File: src/rtl/seu_pkg.sv
package seu_pkg;

    typedef enum logic [1:0] {
        CLS_NONE   = 2'b00,
        CLS_DAMAGE = 2'b01,
        CLS_LATENT = 2'b10
    } fault_class_t;

    typedef enum logic [1:0] {
        ST_IDLE,
        ST_ARM,
        ST_RUN,
        ST_CHECK
    } ctrl_state_t;

endpackage

File: src/rtl/seu_lfsr.sv
module seu_lfsr #(
    parameter int          W    = 32,
    parameter logic [31:0] TAPS = 32'h8020_0003,
    parameter logic [31:0] INIT = 32'h0000_0001
) (
    input  logic         clk,
    input  logic         rst_n,
    input  logic         load_i,
    input  logic [W-1:0] seed_i,
    input  logic         step_i,
    output logic [W-1:0] value_o
);

    logic [W-1:0] q;
    logic [W-1:0] nxt;

    // Galois form, shifting right
    always_comb begin
        nxt = {1'b0, q[W-1:1]};
        if (q[0]) begin
            nxt = nxt ^ TAPS[W-1:0];
        end
    end

    always_ff @(posedge clk or negedge rst_n) begin
        if (!rst_n) begin
            q <= INIT[W-1:0];
        end else if (load_i) begin
            q <= (seed_i == '0) ? INIT[W-1:0] : seed_i;
        end else if (step_i) begin
            q <= nxt;
        end
    end

    assign value_o = q;

    // an all-zero register would freeze random selection
    assert_lfsr_live_R9: assert property (@(posedge clk) disable iff (!rst_n)
        q != '0);

endmodule

File: src/rtl/seu_replica.sv
module seu_replica #(
    parameter int VEC_W = 102,
    parameter int NFF   = 16,
    parameter int OUT_W = 4
) (
    input  logic             clk,
    input  logic             rst_n,
    input  logic             clr_i,
    input  logic             en_i,
    input  logic [VEC_W-1:0] vec_i,
    input  logic [NFF-1:0]   flip_i,
    output logic [NFF-1:0]   state_o,
    output logic [OUT_W-1:0] out_o
);

    logic [NFF-1:0] st_q;
    logic [NFF-1:0] fold;

    always_comb begin
        fold = '0;
        for (int i = 0; i < VEC_W; i++) begin
            fold[i % NFF] = fold[i % NFF] ^ vec_i[i];
        end
    end

    always_ff @(posedge clk or negedge rst_n) begin
        if (!rst_n) begin
            st_q <= '0;
        end else if (clr_i) begin
            st_q <= '0;
        end else if (en_i) begin
            st_q <= {st_q[NFF-2:0], st_q[NFF-1]} ^ fold ^ flip_i;
        end
    end

    assign state_o = st_q;
    assign out_o   = st_q[OUT_W-1:0];

    // a flip only lands on an edge that applies a vector
    assert_flip_gated_R8: assert property (@(posedge clk) disable iff (!rst_n)
        (|flip_i) |-> en_i);

endmodule

File: src/rtl/seu_cmp.sv
module seu_cmp #(
    parameter int NFF   = 16,
    parameter int OUT_W = 4
) (
    input  logic             clk,
    input  logic             rst_n,
    input  logic [OUT_W-1:0] ref_out_i,
    input  logic [OUT_W-1:0] flt_out_i,
    input  logic [NFF-1:0]   ref_state_i,
    input  logic [NFF-1:0]   flt_state_i,
    output logic             out_diff_o,
    output logic             state_diff_o
);

    assign out_diff_o   = (ref_out_i != flt_out_i);
    assign state_diff_o = (ref_state_i != flt_state_i);

    // outputs are a view of state: an output split needs a state split
    assert_out_implies_state_R5: assert property (@(posedge clk) disable iff (!rst_n)
        out_diff_o |-> state_diff_o);

endmodule

File: src/rtl/seu_campaign_ctrl.sv
module seu_campaign_ctrl
    import seu_pkg::*;
#(
    parameter  int VEC_W  = 102,
    parameter  int ADDR_W = 21,
    parameter  int NFF    = 16,
    parameter  int OUT_W  = 4,
    localparam int IDX_W  = $clog2(NFF),
    localparam int CNT_W  = IDX_W + 1,
    localparam int LAT_W  = ADDR_W + 1
) (
    input  logic              clk,
    input  logic              rst_n,
    input  logic              start,
    input  logic              cfg_latent,
    input  logic              cfg_rand_time,
    input  logic              cfg_rand_loc,
    input  logic              cfg_seed_load,
    input  logic [31:0]       cfg_seed,
    input  logic [ADDR_W-1:0] cfg_last_vec,
    input  logic [ADDR_W-1:0] cfg_inj_cycle,
    input  logic [ADDR_W-1:0] cfg_cycle_span,
    input  logic [IDX_W-1:0]  cfg_inj_reg,
    input  logic [CNT_W-1:0]  cfg_reg_count,
    input  logic [CNT_W-1:0]  cfg_seu_count,
    output logic              vec_rd_en,
    output logic [ADDR_W-1:0] vec_addr,
    input  logic [VEC_W-1:0]  vec_rd_data,
    output logic              busy,
    output logic              done,
    output logic [1:0]        fault_class,
    output logic [ADDR_W-1:0] res_inj_cycle,
    output logic [IDX_W-1:0]  res_inj_reg,
    output logic [LAT_W-1:0]  res_latency
);

    ctrl_state_t st_q, st_d;

    // configuration captured at start
    logic              latent_q, rtime_q, rloc_q;
    logic [ADDR_W-1:0] last_q, base_q, span_q;
    logic [IDX_W-1:0]  reg_q;
    logic [CNT_W-1:0]  rcnt_q, nseu_q;

    // run state
    logic [ADDR_W-1:0] cyc_q, tgt_cyc_q;
    logic [IDX_W-1:0]  tgt_reg_q;

    logic        kick;
    logic [31:0] rnd;
    logic [16+ADDR_W-1:0] t_prod;
    logic [16+CNT_W-1:0]  r_prod;
    logic [ADDR_W-1:0]    t_scaled;
    logic [CNT_W-1:0]     r_scaled;

    logic [CNT_W-1:0] n_eff;
    logic [NFF-1:0]   ones;
    logic [2*NFF-1:0] wide;
    logic [NFF-1:0]   hit_mask;

    logic           rep_en, rep_clr;
    logic [NFF-1:0] flip_mask;
    logic [NFF-1:0]   st_copy  [2];
    logic [OUT_W-1:0] out_copy [2];
    logic           out_diff, st_diff;

    assign kick = start && (st_q == ST_IDLE);
    assign busy = (st_q != ST_IDLE);

    seu_lfsr #(.W(32)) u_lfsr (
        .clk     (clk),
        .rst_n   (rst_n),
        .load_i  (kick && cfg_seed_load),
        .seed_i  (cfg_seed),
        .step_i  (kick),
        .value_o (rnd)
    );

    // scale the random halves into the programmed ranges
    assign t_prod   = {{ADDR_W{1'b0}}, rnd[31:16]} * {16'b0, span_q};
    assign r_prod   = {{CNT_W{1'b0}}, rnd[15:0]} * {16'b0, rcnt_q};
    assign t_scaled = ADDR_W'(t_prod >> 16);
    assign r_scaled = CNT_W'(r_prod >> 16);

    // contiguous flip mask, wrapping past the top register
    always_comb begin
        n_eff = (nseu_q == '0) ? CNT_W'(1) : nseu_q;
        for (int i = 0; i < NFF; i++) begin
            ones[i] = (CNT_W'(i) < n_eff);
        end
        wide     = {{NFF{1'b0}}, ones} << tgt_reg_q;
        hit_mask = wide[NFF-1:0] | wide[2*NFF-1:NFF];
    end

    for (genvar g = 0; g < 2; g++) begin : g_copy
        seu_replica #(.VEC_W(VEC_W), .NFF(NFF), .OUT_W(OUT_W)) u_rep (
            .clk     (clk),
            .rst_n   (rst_n),
            .clr_i   (rep_clr),
            .en_i    (rep_en),
            .vec_i   (vec_rd_data),
            .flip_i  ((g == 1) ? flip_mask : {NFF{1'b0}}),
            .state_o (st_copy[g]),
            .out_o   (out_copy[g])
        );
    end

    seu_cmp #(.NFF(NFF), .OUT_W(OUT_W)) u_cmp (
        .clk          (clk),
        .rst_n        (rst_n),
        .ref_out_i    (out_copy[0]),
        .flt_out_i    (out_copy[1]),
        .ref_state_i  (st_copy[0]),
        .flt_state_i  (st_copy[1]),
        .out_diff_o   (out_diff),
        .state_diff_o (st_diff)
    );

    // state register
    always_ff @(posedge clk or negedge rst_n) begin
        if (!rst_n) begin
            st_q <= ST_IDLE;
        end else begin
            st_q <= st_d;
        end
    end

    // transitions
    always_comb begin
        st_d = st_q;
        unique case (st_q)
            ST_IDLE:  if (start) st_d = ST_ARM;
            ST_ARM:   st_d = ST_RUN;
            ST_RUN: begin
                if (out_diff)              st_d = ST_IDLE;
                else if (cyc_q == last_q)  st_d = ST_CHECK;
            end
            ST_CHECK: st_d = ST_IDLE;
            default:  st_d = ST_IDLE;
        endcase
    end

    // per-state outputs
    always_comb begin
        vec_rd_en = 1'b0;
        vec_addr  = '0;
        rep_en    = 1'b0;
        rep_clr   = 1'b0;
        flip_mask = '0;
        unique case (st_q)
            ST_IDLE:  rep_clr = start;
            ST_ARM:   vec_rd_en = 1'b1;
            ST_RUN: begin
                rep_en    = 1'b1;
                vec_rd_en = (cyc_q != last_q) && !out_diff;
                vec_addr  = cyc_q + ADDR_W'(1);
                if (cyc_q == tgt_cyc_q) flip_mask = hit_mask;
            end
            ST_CHECK: ;
            default:  ;
        endcase
    end

    // datapath and result registers
    always_ff @(posedge clk or negedge rst_n) begin
        if (!rst_n) begin
            latent_q <= 1'b0; rtime_q <= 1'b0; rloc_q <= 1'b0;
            last_q <= '0; base_q <= '0; span_q <= '0;
            reg_q <= '0; rcnt_q <= '0; nseu_q <= '0;
            cyc_q <= '0; tgt_cyc_q <= '0; tgt_reg_q <= '0;
            done <= 1'b0; fault_class <= CLS_NONE;
            res_inj_cycle <= '0; res_inj_reg <= '0; res_latency <= '0;
        end else begin
            unique case (st_q)
                ST_IDLE: if (start) begin
                    latent_q <= cfg_latent;
                    rtime_q  <= cfg_rand_time;
                    rloc_q   <= cfg_rand_loc;
                    last_q   <= cfg_last_vec;
                    base_q   <= cfg_inj_cycle;
                    span_q   <= cfg_cycle_span;
                    reg_q    <= cfg_inj_reg;
                    rcnt_q   <= cfg_reg_count;
                    nseu_q   <= cfg_seu_count;
                    done        <= 1'b0;
                    fault_class <= CLS_NONE;
                    res_latency <= '0;
                end
                ST_ARM: begin
                    tgt_cyc_q     <= rtime_q ? base_q + t_scaled : base_q;
                    tgt_reg_q     <= rloc_q ? IDX_W'(r_scaled) : reg_q;
                    res_inj_cycle <= rtime_q ? base_q + t_scaled : base_q;
                    res_inj_reg   <= rloc_q ? IDX_W'(r_scaled) : reg_q;
                    cyc_q         <= '0;
                end
                ST_RUN: begin
                    if (out_diff) begin
                        done        <= 1'b1;
                        fault_class <= CLS_DAMAGE;
                        res_latency <= {1'b0, cyc_q} - {1'b0, tgt_cyc_q};
                    end else if (cyc_q != last_q) begin
                        cyc_q <= cyc_q + ADDR_W'(1);
                    end
                end
                ST_CHECK: begin
                    done <= 1'b1;
                    if (out_diff) begin
                        fault_class <= CLS_DAMAGE;
                        res_latency <= {1'b0, cyc_q} + LAT_W'(1) - {1'b0, tgt_cyc_q};
                    end else if (latent_q && st_diff) begin
                        fault_class <= CLS_LATENT;
                    end else begin
                        fault_class <= CLS_NONE;
                    end
                end
                default: ;
            endcase
        end
    end

    assert_idle_quiet_R1: assert property (@(posedge clk) disable iff (!rst_n)
        !(busy && done));

    assert_addr_step_R2: assert property (@(posedge clk) disable iff (!rst_n)
        (st_q == ST_RUN && vec_rd_en) |-> vec_addr == $past(vec_addr) + ADDR_W'(1));

    assert_damage_latency_R3: assert property (@(posedge clk) disable iff (!rst_n)
        (done && fault_class == CLS_DAMAGE) |-> res_latency != '0);

    assert_result_hold_R11: assert property (@(posedge clk) disable iff (!rst_n)
        (st_q == ST_IDLE && !start) |=> ($stable(done) && $stable(fault_class)
                                          && $stable(res_latency)));

    assert_class_code_R12: assert property (@(posedge clk) disable iff (!rst_n)
        fault_class != 2'b11);

endmodule

File: config.mk
export PLATFORM = sky130hd
export DESIGN_NAME = seu_campaign_ctrl
export DESIGN_NICKNAME = d
export VERILOG_FILES = /design/src/rtl/seu_pkg.sv /design/src/rtl/seu_lfsr.sv /design/src/rtl/seu_replica.sv /design/src/rtl/seu_cmp.sv /design/src/rtl/seu_campaign_ctrl.sv
export SDC_FILE = /design/constraint.sdc
export NUM_CORES = 2
export LEC_CHECK = 0
export ABC_AREA = 1
export ABC_CLOCK_PERIOD_IN_PS = 6300
export BUFFER_PORTS_ARGS = -buffer_cell sky130_fd_sc_hd__buf_4
export CORE_MARGIN = 1.5
export CORE_UTILIZATION = 55
export DETAILED_ROUTE_END_ITERATION = 10
export PLACE_DENSITY = 0.87
export SLEW_MARGIN = 5
export SYNTH_ARGS = -nofsm -noshare
export SYNTH_HDL_FRONTEND = slang
export SYNTH_SLANG_ARGS = --single-unit
File: constraint.sdc
create_clock -name clk -period 6.3 [get_ports clk]
set_input_delay 0.315 -clock clk [delete_from_list [all_inputs] [get_ports clk]]
set_output_delay 0.315 -clock clk [all_outputs]
set_load 0.02 [all_outputs]
==> key figures <==
Timing
  • Period minus WS final: between 8 and 9 ns
  • Post-route fraction of the period consumed by the critical path: 129%
  • Number of setup violations in the final report: 21
  • Final Hold Vio Count: 0
  • Unrepaired setup endpoints after global routing: yes
  • Slew margin rel.: around 28%
  • Final worst-path setup slack: -1.83 ns
  • Worst hold margin: approximately 0.018 ns
  • Max Clk Rate: between 0.1 and 0.15 GHz
  • Worst clock skew on the final layout: 0.0631 ns
  • Worst Max-Slew Pin Slew: between 1 and 1.5 ns
  • Count of final max-slew check failures: 0

Global route
  • GRT Util Overall: between 30% and 40%
  • Aggregate global routing overflow: 0
  • Via count of the first global-routing pass: 30700
  • Number of antenna violations at the first check in global routing: 8
  • First-pass GRT wire length: roughly 160000 um
  • Met1 capacity usage during global routing: 47.9%
  • GRT Max-Usage Layer: met2
  • Global Route met2 Usage: approximately 60%
  • GR Layer Usage met3: under 10%
  • Pin count of the biggest net entering global routing: between 100 and 150

Synthesis
  • Combinational family with the most area after synthesis: adder cells
  • Fraction of synthesized area in multiplexers: 0%
  • Sequential share of the synthesized area: 18.6%
  • Synthesized area per cell: approximately 7.3 um^2
  • Library cells used by synthesis: 64
  • Share of the synthesized netlist area taken by xor and xnor gates: ~5%
  • Number of warnings printed during yosys synthesis: 0
  • Count of mapped cells out of synthesis: ~4000
  • Simple-gate share of the synthesized area: 21.9%
  • Cell Area, Synth: approximately 29000 um^2
  • Complex-gate fraction of the synthesized area: 10.7%
  • Post-synthesis adder-cell area fraction: 30.8%
  • Syn_nets: about 4700
  • Seq cells post-synth: around 220

Clock network
  • Clk_lat worst skew: 0.64 ns
  • Cts bufs inserted: 28
  • Total number of H-tree levels: 1
  • Worst-path clk slew: 0.08 ns
  • Clock sink count: 217
  • Clock tree buffer depth: 3
  • Root Buffer: sky130_fd_sc_hd__clkbuf_16
  • TritonCTS clock tree: done

Placed design
  • Placed instance count: 5038
  • Global placement routability congestion: 1.01
  • Count of buffers from port buffering: 290
  • Placed wire-length estimate: between 70000 and 80000 um
  • Placement Cell Area: roughly 34000 um^2

Final layout
  • Combined area of the multi-input logic cells: approximately 22000 um^2
  • Most frequent cells in the layout: 968 x sky130_fd_sc_hd__nand2_1, 754 x sky130_fd_sc_hd__inv_1, 541 x sky130_fd_sc_hd__buf_4, 296 x sky130_fd_sc_hd__fa_1, 196 x sky130_fd_sc_hd__dfrtp_1
  • Number of nets in the layout: 5307
  • Filler cell count: about 3600
  • Growth of design area from synthesis to finish: 29.7%
  • Combined flip-flop and latch cell area: ~5500 um^2
  • Final standard cell count with taps included and fillers excluded: approximately 5300
  • Final design instance area without fill: approximately 38000 um^2
  • Proportion of layout cells with a drive suffix above 1: a little under a quarter
  • Commonest non-fill, non-tap cell in the layout: sky130_fd_sc_hd__nand2_1
  • Final cell utilization of the core: roughly 70%

Detailed routing
  • Count of unresolved DRC violations after routing: 2
  • Number of optimization iterations in the first detailed-route pass: 11
  • Average wire per standard cell: 22.3 um
  • Via count: about 32000
  • Final ANT Viol Nets: 0
  • Initial DRC Count: ~4500
  • Vias per Instance: 6.06
  • Final WL: around 120000 um

Critical path
  • Endpoint class of the critical path: flip-flop
  • Worst Setup Start Kind: flip-flop
  • Worst EP required: approximately 7 ns
  • Worst Path Class, Setup: flip-flop to flip-flop
  • Buf+Inv Stages, Crit Path: 10
  • Critical Path Max Stage Delay: just under 0.6 ns
  • Highest-delay cell along the critical path: sky130_fd_sc_hd__fa_2
  • Dominant delay contributor by cell family on the critical path: adder cells
  • Max FO, Critical Path: 7
  • Endpoint arrival time on the critical path: between 8 and 9 ns

Die
  • Starting density of the core: 55.6%
  • Ports: 291
  • Chip height: 234 um
  • Die ar.: ~55000 um^2
  • Rows: between 80 and 90
  • Area of the placeable core: around 53000 um^2
  • Horizontal die dimension: between 200 and 250 um

Status
  • Outcome: complete, but fails checks
  • Violations in the final reports: design-rule violations, negative setup slack

Job
  • Max-cap viol count: 0

Worst hold path
  • Hold/Removal Path Class: input port to flip-flop
==> cell families after synthesis <==
group                      Yosys count
DFF                                217
AOI/OAI and AO/OA                  556
and+or+nand+nor                   1531
xor gates and xnor gates           169
buffers and inverters              994
adders and majority gates          526
==> path summary, 6_finish.rpt <==
path	from	to	slack, ns	cells past startpoint
min in group asynchronous	rst_n	res_latency[16]	0.30	2
setup / recovery	u_lfsr.value_o[26]	tgt_cyc_q[20]	-1.83	40
hold reg to reg	latent_q	latent_q	0.48	2
setup reg to reg	u_lfsr.value_o[26]	tgt_cyc_q[20]	-1.83	40
max in group asynchronous	rst_n	reg_q[0]	4.84	3
hold / removal	cfg_seed[2]	u_lfsr.value_o[2]	0.02	4
==> metrics by stage <==
step	setup slack [ns]	TNS, ns
after floorplan	-0.112	-0.313
after global placement	-0.865	-11.29
after detailed placement	-0.923	-13.55
after CTS	-0.503	-6.60
after global routing	-1.78	-28.74
final	-1.83	-29.49
==> flip-flops by register name, indices dropped and copies added (netlist names) <==
signal and flops:
g_copy.u_rep.state_o 32, u_lfsr.value_o 32, res_latency 22, base_q 21, cyc_q 21, last_q 21, span_q 21, tgt_cyc_q 21
nseu_q 5, rcnt_q 5, reg_q 4, tgt_reg_q 4, fault_class 2, st_q 2, done 1, latent_q 1
rloc_q 1, rtime_q 1
==> synth_stat cells, drive strengths merged <==
master / number / area (um^2)
dfrtp: 216 / 5410
a21oi: 187 / 947
or2: 20 / 125
o21ai: 237 / 1200
o21a: 11 / 82.6
and2: 2 / 12.5
nor3b: 2 / 20.0
o22ai: 18 / 113
nand4: 47 / 307
o311ai: 1 / 8.76
o31ai: 2 / 15.0
a31oi: 25 / 156
o22a: 2 / 17.5
nor4: 17 / 151
xor2: 89 / 780
dfstp: 1 / 26.3
o2bb2ai: 1 / 8.76
a221oi: 5 / 43.8
a41oi: 1 / 8.76
clkinv: 3 / 11.3
xnor2: 80 / 701
a31o: 1 / 8.76
o221a: 1 / 11.3
a21o: 11 / 82.6
nor3: 50 / 275
a211oi: 26 / 195
buf: 31 / 160
clkbuf: 126 / 475
ha: 202 / 2530
nand3: 152 / 798
fa: 324 / 6490
o211ai: 7 / 57.6
nand2: 1034 / 3900
o2111ai: 1 / 8.76
o221ai: 2 / 17.5
inv: 834 / 3130
nor2: 206 / 800
a22oi: 2 / 15.0
nand3b: 1 / 7.51
a21boi: 4 / 30.0
o21bai: 11 / 93.8
==> per-layer routing <==
layer / routed length, um / share of wire [%]
met5: 41 / 0.035
met4: 10000 / 8.5
met3: 17100 / 15
met2: 50500 / 43
met1: 40000 / 34
==> worst min-delay path: stages <==
cell                        delay (ns)
sky130_fd_sc_hd__buf_4            0.09
sky130_fd_sc_hd__nand2_1          0.05
sky130_fd_sc_hd__o2bb2ai_1        0.12
sky130_fd_sc_hd__inv_1            0.05
==> final cells by class <==
| cell class | count | share of cell area (%) |
|---|---|---|
| Clock buffer | 41 | 2.22 |
| Clock inverter | 11 | 0.254 |
| Antenna cell | 7 | 0.0462 |
| Timing Repair Buffer | 697 | 15.5 |
| Tap cell | 688 | 2.27 |
| Inverter | 837 | 8.30 |
| Sequential cell | 217 | 14.4 |
| Multi-Input combinational cell | 2782 | 57.0 |
==> timing repair <==
| action | CTS | global route |
|---|---|---|
| endpoints found under the hold margin | 194 | 0 |
| hold buffers | 101 | 0 |
| endpoints found under the setup margin | 20 | 21 |
| pin swaps | 98 | 88 |
| buffers inserted | 38 | 45 |
| cloned | 0 | 1 |
| resized for setup | 230 | 197 |
Power is left out: the tool's default activity adds up to more than one toggle a clock period on the data nets, which glitch-free logic cannot reach.
